[src/rtl/ebu_pkg.sv]
package ebu_pkg;
  typedef enum logic [1:0] {
    BK_NONE = 2'b00,
    BK_EQZ  = 2'b01,
    BK_NEZ  = 2'b10,
    BK_RSVD = 2'b11
  } br_kind_e;

  typedef enum logic [1:0] {
    POL_NOT_TAKEN = 2'b00,
    POL_TAKEN     = 2'b01,
    POL_DIRECTION = 2'b10,
    POL_SPARE     = 2'b11
  } pred_policy_e;
endpackage

[src/rtl/ebu_pc_adder.sv]
module ebu_pc_adder #(
  parameter int XLEN = 32,
  parameter int STEP = 4
) (
  input  logic [XLEN-1:0] pc,
  input  logic [XLEN-1:0] imm,
  output logic [XLEN-1:0] seq_pc,
  output logic [XLEN-1:0] tgt_pc
);
  localparam logic [XLEN-1:0] STEP_V = XLEN'(STEP);

  // Fall-through first, then target from it
  always_comb begin
    seq_pc = pc + STEP_V;
    tgt_pc = seq_pc + imm;
  end
endmodule

[src/rtl/ebu_zero_test.sv]
module ebu_zero_test
  import ebu_pkg::*;
#(
  parameter int XLEN = 32
) (
  input  logic            valid,
  input  br_kind_e        kind,
  input  logic [XLEN-1:0] opnd,
  output logic            is_br,
  output logic            taken
);
  logic is_zero;

  always_comb begin
    is_zero = (opnd == '0);
    is_br   = 1'b0;
    taken   = 1'b0;
    if (valid) begin
      unique case (kind)
        BK_EQZ: begin is_br = 1'b1; taken = is_zero;  end
        BK_NEZ: begin is_br = 1'b1; taken = !is_zero; end
        default: begin is_br = 1'b0; taken = 1'b0;    end
      endcase
    end
  end

  // no outcome without a real branch
  always_comb begin
    if (!is_br) a_r2_taken_needs_branch: assert (!taken);
  end
endmodule

[src/rtl/ebu_static_pred.sv]
module ebu_static_pred
  import ebu_pkg::*;
(
  input  pred_policy_e policy,
  input  logic         fetch_br,
  input  logic         imm_neg,
  output logic         guess_taken
);
  always_comb begin
    guess_taken = 1'b0;
    if (fetch_br) begin
      unique case (policy)
        POL_TAKEN:     guess_taken = 1'b1;
        POL_DIRECTION: guess_taken = imm_neg;
        default:       guess_taken = 1'b0;
      endcase
    end
  end

  always_comb begin
    if (!fetch_br) a_r3_no_guess_without_branch: assert (!guess_taken);
  end
endmodule

[src/rtl/early_branch_unit.sv]
module early_branch_unit
  import ebu_pkg::*;
#(
  parameter int XLEN = 32,
  parameter int STEP = 4
) (
  input  logic            clk,
  input  logic            rst_n,
  input  logic [1:0]      policy,
  input  logic            if_valid,
  input  logic [XLEN-1:0] if_pc,
  input  logic            if_is_br,
  input  logic [XLEN-1:0] if_imm,
  input  logic            id_valid,
  input  logic [XLEN-1:0] id_pc,
  input  logic [1:0]      id_br_kind,
  input  logic [XLEN-1:0] id_imm,
  input  logic [XLEN-1:0] id_rs_val,
  output logic [XLEN-1:0] next_pc,
  output logic            flush_ifid,
  output logic            br_taken,
  output logic            mispredict
);
  localparam int SIGN = XLEN - 1;

  logic [XLEN-1:0] if_seq, if_tgt, id_seq, id_tgt;
  logic            fetch_br, guess, guess_q;
  logic            id_is_br, id_taken;

  // Fetch-side adder for predicted targets
  ebu_pc_adder #(.XLEN(XLEN), .STEP(STEP)) u_if_adder (
    .pc(if_pc), .imm(if_imm), .seq_pc(if_seq), .tgt_pc(if_tgt)
  );

  // Decode-side adder, independent of the ALU
  ebu_pc_adder #(.XLEN(XLEN), .STEP(STEP)) u_id_adder (
    .pc(id_pc), .imm(id_imm), .seq_pc(id_seq), .tgt_pc(id_tgt)
  );

  ebu_zero_test #(.XLEN(XLEN)) u_zero (
    .valid(id_valid), .kind(br_kind_e'(id_br_kind)), .opnd(id_rs_val),
    .is_br(id_is_br), .taken(id_taken)
  );

  assign fetch_br = if_valid && if_is_br;

  ebu_static_pred u_pred (
    .policy(pred_policy_e'(policy)), .fetch_br(fetch_br),
    .imm_neg(if_imm[SIGN]), .guess_taken(guess)
  );

  // Guess travels with the fetched word into IF/ID
  always_ff @(posedge clk) begin
    if (!rst_n) guess_q <= 1'b0;
    else        guess_q <= guess;
  end

  always_comb begin
    br_taken   = id_taken;
    mispredict = id_is_br && (id_taken != guess_q);
    flush_ifid = mispredict;
    if (mispredict)  next_pc = id_taken ? id_tgt : id_seq;
    else if (guess)  next_pc = if_tgt;
    else             next_pc = if_seq;
  end

  a_r9_idle_id_quiet: assert property (@(posedge clk) disable iff (!rst_n)
    (!id_valid || id_br_kind == 2'b00 || id_br_kind == 2'b11)
      |-> (!flush_ifid && !mispredict && !br_taken));

  a_r7_mispredict_flushes: assert property (@(posedge clk) disable iff (!rst_n)
    mispredict |-> flush_ifid);

  a_r7_redirect_addr: assert property (@(posedge clk) disable iff (!rst_n)
    mispredict |-> (next_pc == (br_taken ? id_pc + XLEN'(STEP) + id_imm
                                         : id_pc + XLEN'(STEP))));

  a_r6_nt_policy_only_taken_misses: assert property (@(posedge clk) disable iff (!rst_n)
    ($past(policy == 2'b00) && mispredict) |-> br_taken);
endmodule

[config.mk]
export PLATFORM = sky130hd
export DESIGN_NAME = early_branch_unit
export DESIGN_NICKNAME = d
export VERILOG_FILES = /design/src/rtl/ebu_pkg.sv /design/src/rtl/ebu_pc_adder.sv /design/src/rtl/ebu_zero_test.sv /design/src/rtl/ebu_static_pred.sv /design/src/rtl/early_branch_unit.sv
export SDC_FILE = /design/constraint.sdc
export NUM_CORES = 1
export LEC_CHECK = 0
export ABC_AREA = 1
export BUFFER_PORTS_ARGS = -buffer_cell sky130_fd_sc_hd__clkbuf_2
export CORE_MARGIN = 1
export CORE_UTILIZATION = 30
export CTS_BUF_LIST = sky130_fd_sc_hd__clkbuf_2
export DETAILED_ROUTE_END_ITERATION = 10
export PLACE_DENSITY = 0.5
export RECOVER_POWER = 50
export SLEW_MARGIN = 10
export SYNTH_ARGS = -nofsm -noshare
export SYNTH_HDL_FRONTEND = slang
export SYNTH_SLANG_ARGS = --single-unit
export TNS_END_PERCENT = 20
[constraint.sdc]
create_clock -name clk -period 4.45 [get_ports clk]
set_input_delay 0.89 -clock clk [delete_from_list [all_inputs] [get_ports clk]]
set_output_delay 0.89 -clock clk [all_outputs]
set_load 0.1 [all_outputs]
# Word-level counts from Yosys, hierarchy flattened
# Cells that the tools add are included.
[word_totals]
ram_bits = 0
in_bits = 169
wordCells = 24
romBits = 0
reg_bits = 1
latch_bits = 0
out_inout_bits = 35
mem_count = 0
[op_classes]
add_sub_neg = 4
shift = 0
n_eq_ne = 5
n_reduce_logical = 5
n_bitwise = 0
muxes = 9
div_mod_pow = 0
mul = 0
order_cmp = 0
[ops]
columns = ["cell", "n"]
rows = [
  ["$mux W32", 3],
  ["$add A32 B3 Y32 const B", 2],
  ["$add A32 B32 Y32", 2],
  ["$logic_not A32 Y1", 1],
  ["$eq A2 B1 Y1 const B", 2],
  ["$eq A2 B2 Y1 const B", 2],
  ["$mux W1", 4],
  ["$pmux W1 S2", 2],
  ["$logic_and A1 B1 Y1", 2],
  ["$reduce_or A2 Y1", 1],
  ["$logic_not A1 Y1", 1],
  ["$ne A1 B1 Y1", 1],
]

# Longest topological paths before layout
[depth]
ltp_word = 7
mapped_depth = 25
depth_no_buf = 25

# By module
# Synthesis repeated with hierarchy kept, for this count alone.
[unflattened]
hier_cells = 1616
area_unflattened_um2 = 7767.4
[modules_own_cells]
columns = ["module", "seq_area_each_um2", "n_inst", "area_per_inst_um2", "cells_each"]
rows = [
  ["ebu_pc_adder at u_if_adder", 0.0, 1, 3121.7, 617],
  ["ebu_pc_adder at u_id_adder", 0.0, 1, 3075.4, 626],
  ["early_branch_unit", 20.0, 1, 1336.3, 322],
  ["ebu_zero_test", 0.0, 1, 177.7, 42],
  ["ebu_static_pred", 0.0, 1, 56.3, 9],
]

# Least setup slack after synthesis
# No wires, ideal clock.
[synth_timing]
kind = "input-to-output"
startpoint = "in id_pc[2]"
endpoint = "out next_pc[12]"
n_path_buf = 0
required_time_ns = 3.560
cell_stages = 15
arrival_ns = 4.605
path_slack_ns = -1.045
path_cell_list = "ha_1 -> nand2_1 -> inv_1 -> nand2_1 -> nor2_2 -> xor2_1 -> ha_1 -> nand2_1 -> nor2_1 -> nand3_1 -> nand3b_1 -> nor2_1 -> nor2_1 -> a22oi_1 -> o21ai_0"
[synth_between]
elab_chain_len = 4
[synth_rtl]
columns = ["element", "line_no", "rtl"]
rows = [
  ["from (decl)", "early_branch_unit.sv:15", "input logic [XLEN-1:0] id_pc,"],
  ["$add A32 B3 Y32 (*)", "ebu_pc_adder.sv:14", "seq_pc = pc + STEP_V;"],
  ["$add A32 B32 Y32", "ebu_pc_adder.sv:15", "tgt_pc = seq_pc + imm;"],
  ["$mux W32 (*) (2 in series)", "early_branch_unit.sv:62", "if (mispredict) next_pc = id_taken ? id_tgt : id_seq;"],
  ["to (decl)", "early_branch_unit.sv:19", "output logic [XLEN-1:0] next_pc,"],
]
# Every way passes the cells marked *; elsewhere a longest branch is shown, timed or not.

# Worst setup path after layout
[layout_timing]
startpoint = "in if_pc[3]"
endpoint = "out next_pc[25]"
[layout_between]
elab_chain_len = 4
[layout_rtl]
columns = ["element", "line_no", "rtl"]
rows = [
  ["from (decl)", "early_branch_unit.sv:11", "input logic [XLEN-1:0] if_pc,"],
  ["$add A32 B3 Y32 (*)", "ebu_pc_adder.sv:14", ""],
  ["$add A32 B32 Y32", "ebu_pc_adder.sv:15", ""],
  ["$mux W32 (*)", "early_branch_unit.sv:63", "else if (guess) next_pc = if_tgt;"],
  ["$mux W32 (*)", "early_branch_unit.sv:62", ""],
]
# Marks and branches as above.

==> run summary <==
Worst path max stage delay -> 0.33 ns
Clock-pin slew on the worst setup and hold paths -> 0 ns
# Max-Cap Violations -> 0
Hpwl dp -> 26300 um
Top post-synthesis cells by area -> nand2_1 28%, ha_1 15%, inv_1 11%
Syn Nets -> 1665
Port bufs -> 203
Routed WL -> 31300 um
First DRT Iteration DRCs -> 471
Layout area overhead -> 82.5%
Antenna violations before repair -> 0
Mean Syn Cell Area -> 5.07 sq um
Vias per cell -> 4.67
Failing checks -> setup timing
Worst slew margin -> 0.403
Unrepaired setup endpoints after global routing -> yes
Cell class contributing the biggest share of worst-path delay -> simple AND/OR/NAND/NOR gates
Wirelength per Cell -> 14.3 um
Worst Setup Start Kind -> input pin
Filler instances -> 2389
Sequential area share after synthesis -> 0.00280
FMAX -> 219 MHz
Die Y -> 156 um
CTS Hold Bufs -> 0
Cell area after synthesis -> 0.00715 sq mm
Synth Instances -> 1410
Setup crit start -> if_pc[3]
Synth unique cells -> 41
Post-synth top area cell -> nand2_1
HP Class -> input pin to flop
Status -> finished, violations left
Most used DFF post-synth -> dfxtp_1
Final setup violation count -> 9
First-pass GRT wire length -> 48100 um
Antenna-violating nets left -> 0
Hold_sp -> rst_n
Setup WS post-layout -> -0.110 ns
Final nets -> 2126
Core area -> 0.0234 sq mm
Post-synth ARST share -> 0
Worst hold margin -> 1.10 ns
Max VDD drop -> 0.0969 mV
RePlAce Congestion -> 0.954
N_diodes -> 0
Post-synth top area share -> 0.277
Crit-path max FO -> 4
Biggest register -> guess_q
I/O pins -> 204
Worst-margin pin slew -> 0.895 ns
Max FFs per register -> 1
GR Overflow Total -> 0
Std cell rows -> 56
Leak pwr -> 6.85 nW
Nature of the critical path endpoint -> output pin
Total track usage -> 0.248
Regs by FF count -> guess_q: 1 flops
Fraction of layout cells with a size suffix above 1 -> 0.442
# DRC -> 0
Clock period minus worst slack -> 4.56 ns
Critical path arrival -> 3.67 ns
Power Density -> 134 mW/mm^2
Number of synthesized flops with an enable pin -> 0
DIE WIDTH -> 156 um
Final core occ -> 0.557
Fin cells -> 2188
Buf/Inv on CP -> 5
Yosys reg bits -> 1
Slew Viols, Final -> 0
Largest net degree at the start of global routing -> 42
Number of global-route vias before repair -> 9702
Via count -> 10213
WP data required -> 3.56 ns
Final Cycle Share -> 1.02
CP cell instances -> buf_8 > ha_4 > inv_1 > nor2_2 > nand3_2 > nor2_4 > nand2_2 > nor2_4 > nor2_1 > or2_1 > ha_4 > nand2_4 > buf_4 > nor2_4 > inv_2 > nor2_1 > nor2_2 > nand4_1 > nand3_2 > nand2_2 > nand2_1 > nand2_2 > buf_12
CP max stage cell -> ha_4
Yosys Warn Count -> 0
Final hold violations -> 0
Critical path type -> input pin to output pin
Initial Util -> 0.305
Drt pass-1 iters -> 5
Die ar. -> 0.0244 sq mm
Placed Cells -> 2158
==> synthesized netlist by cell type, types with 4 or more instances <==
library cell  number
inv_1            212
or2_2              5
nor3_1            16
xnor2_1           39
nand4_1           20
clkbuf_1           9
buf_4              6
xor2_1            39
nand2_1          528
buf_2              4
o21ai_0           49
nor2_2             6
o21ai_1            5
nand2_2            5
o211ai_1          10
a21oi_1           71
nand3b_1          10
nand3_1          106
ha_1              84
nor4_1             8
o21bai_1           9
nor2_1           142
==> cell type report <==
cell class / count / area, sq um / share of cell area
timing repair buffer: 479 / 3720 / 0.285
inverter: 214 / 811 / 0.0622
sequential: 1 / 20.0 / 0.00154
tap: 319 / 399 / 0.0306
multi-input combinational: 1175 / 8090 / 0.620
==> power breakdown <==
group          total [mW]  switching, mW  internal (mW)
clock network           0              0              0
logic                1.74          0.996          0.744
registers         0.00949       0.000185        0.00930
==> worst min-delay path, cell delays in order <==
cell and delay [ns]:
clkbuf_2 0.08, inv_1 0.04, nor2_1 0.04
==> cells in the final DEF (no fill, tap or decap), types with 27 or more instances in the layout <==
| master | count |
|---|---|
| nand3_1 | 81 |
| buf_12 | 36 |
| nand2_2 | 71 |
| buf_4 | 271 |
| inv_1 | 187 |
| clkbuf_2 | 156 |
| a21oi_2 | 33 |
| nand3_2 | 27 |
| ha_1 | 49 |
| ha_4 | 34 |
| nor2_1 | 96 |
| xnor2_1 | 27 |
| nor2_4 | 30 |
| a21oi_1 | 34 |
| nand2_1 | 435 |
| nand2_4 | 27 |
==> metal layers <==
layer | GRT usage | up-vias | wire (um)
met4 | 0.0626 | 0 | 911
met3 | 0.00969 | 48 | 814
met2 | 0.450 | 204 | 15600
met1 | 0.319 | 4585 | 14000
met5 | 0 | - | 0
li1 | - | 5376 | -
==> timing repair <==
action | in CTS | in global routing
gates resized for setup | 212 | 248
pin swaps | 102 | 117
buffers inserted | 18 | 12
setup endpoints to repair | 21 | 25
==> kinds of logic after synthesis <==
logic type,after synthesis,share of synthesized area
adders and majority gates,86,0.153
xor gates and xnor gates,79,0.0979
AOI/OAI and AO/OA,150,0.113
buffers and inverters,234,0.127
and+or+nand+nor,860,0.507
DFF,1,0.00280
==> path summary, 6_finish.rpt <==
| kind | to | slack, ns | cells after the start |
|---|---|---|---|
| setup / recovery | next_pc[25] | -0.11 | 23 |
| hold / removal | guess_q | 1.10 | 3 |
==> through the flow <==
step / total power, mW / setup TNS [ns] / worst slack, ns / area, sq um
after CTS: 1.58 / -1.55 / -0.133 / 11900
after detailed placement: 1.46 / -5.23 / -0.429 / 10800
after global routing: 1.89 / -3.91 / -0.264 / 13000
after global placement: 1.45 / -4.90 / -0.390 / 10800
after floorplan: 0.828 / -1.02 / -0.275 / 7150
final: 1.75 / -0.509 / -0.110 / 13000
Power figures use the tool's default switching activity.
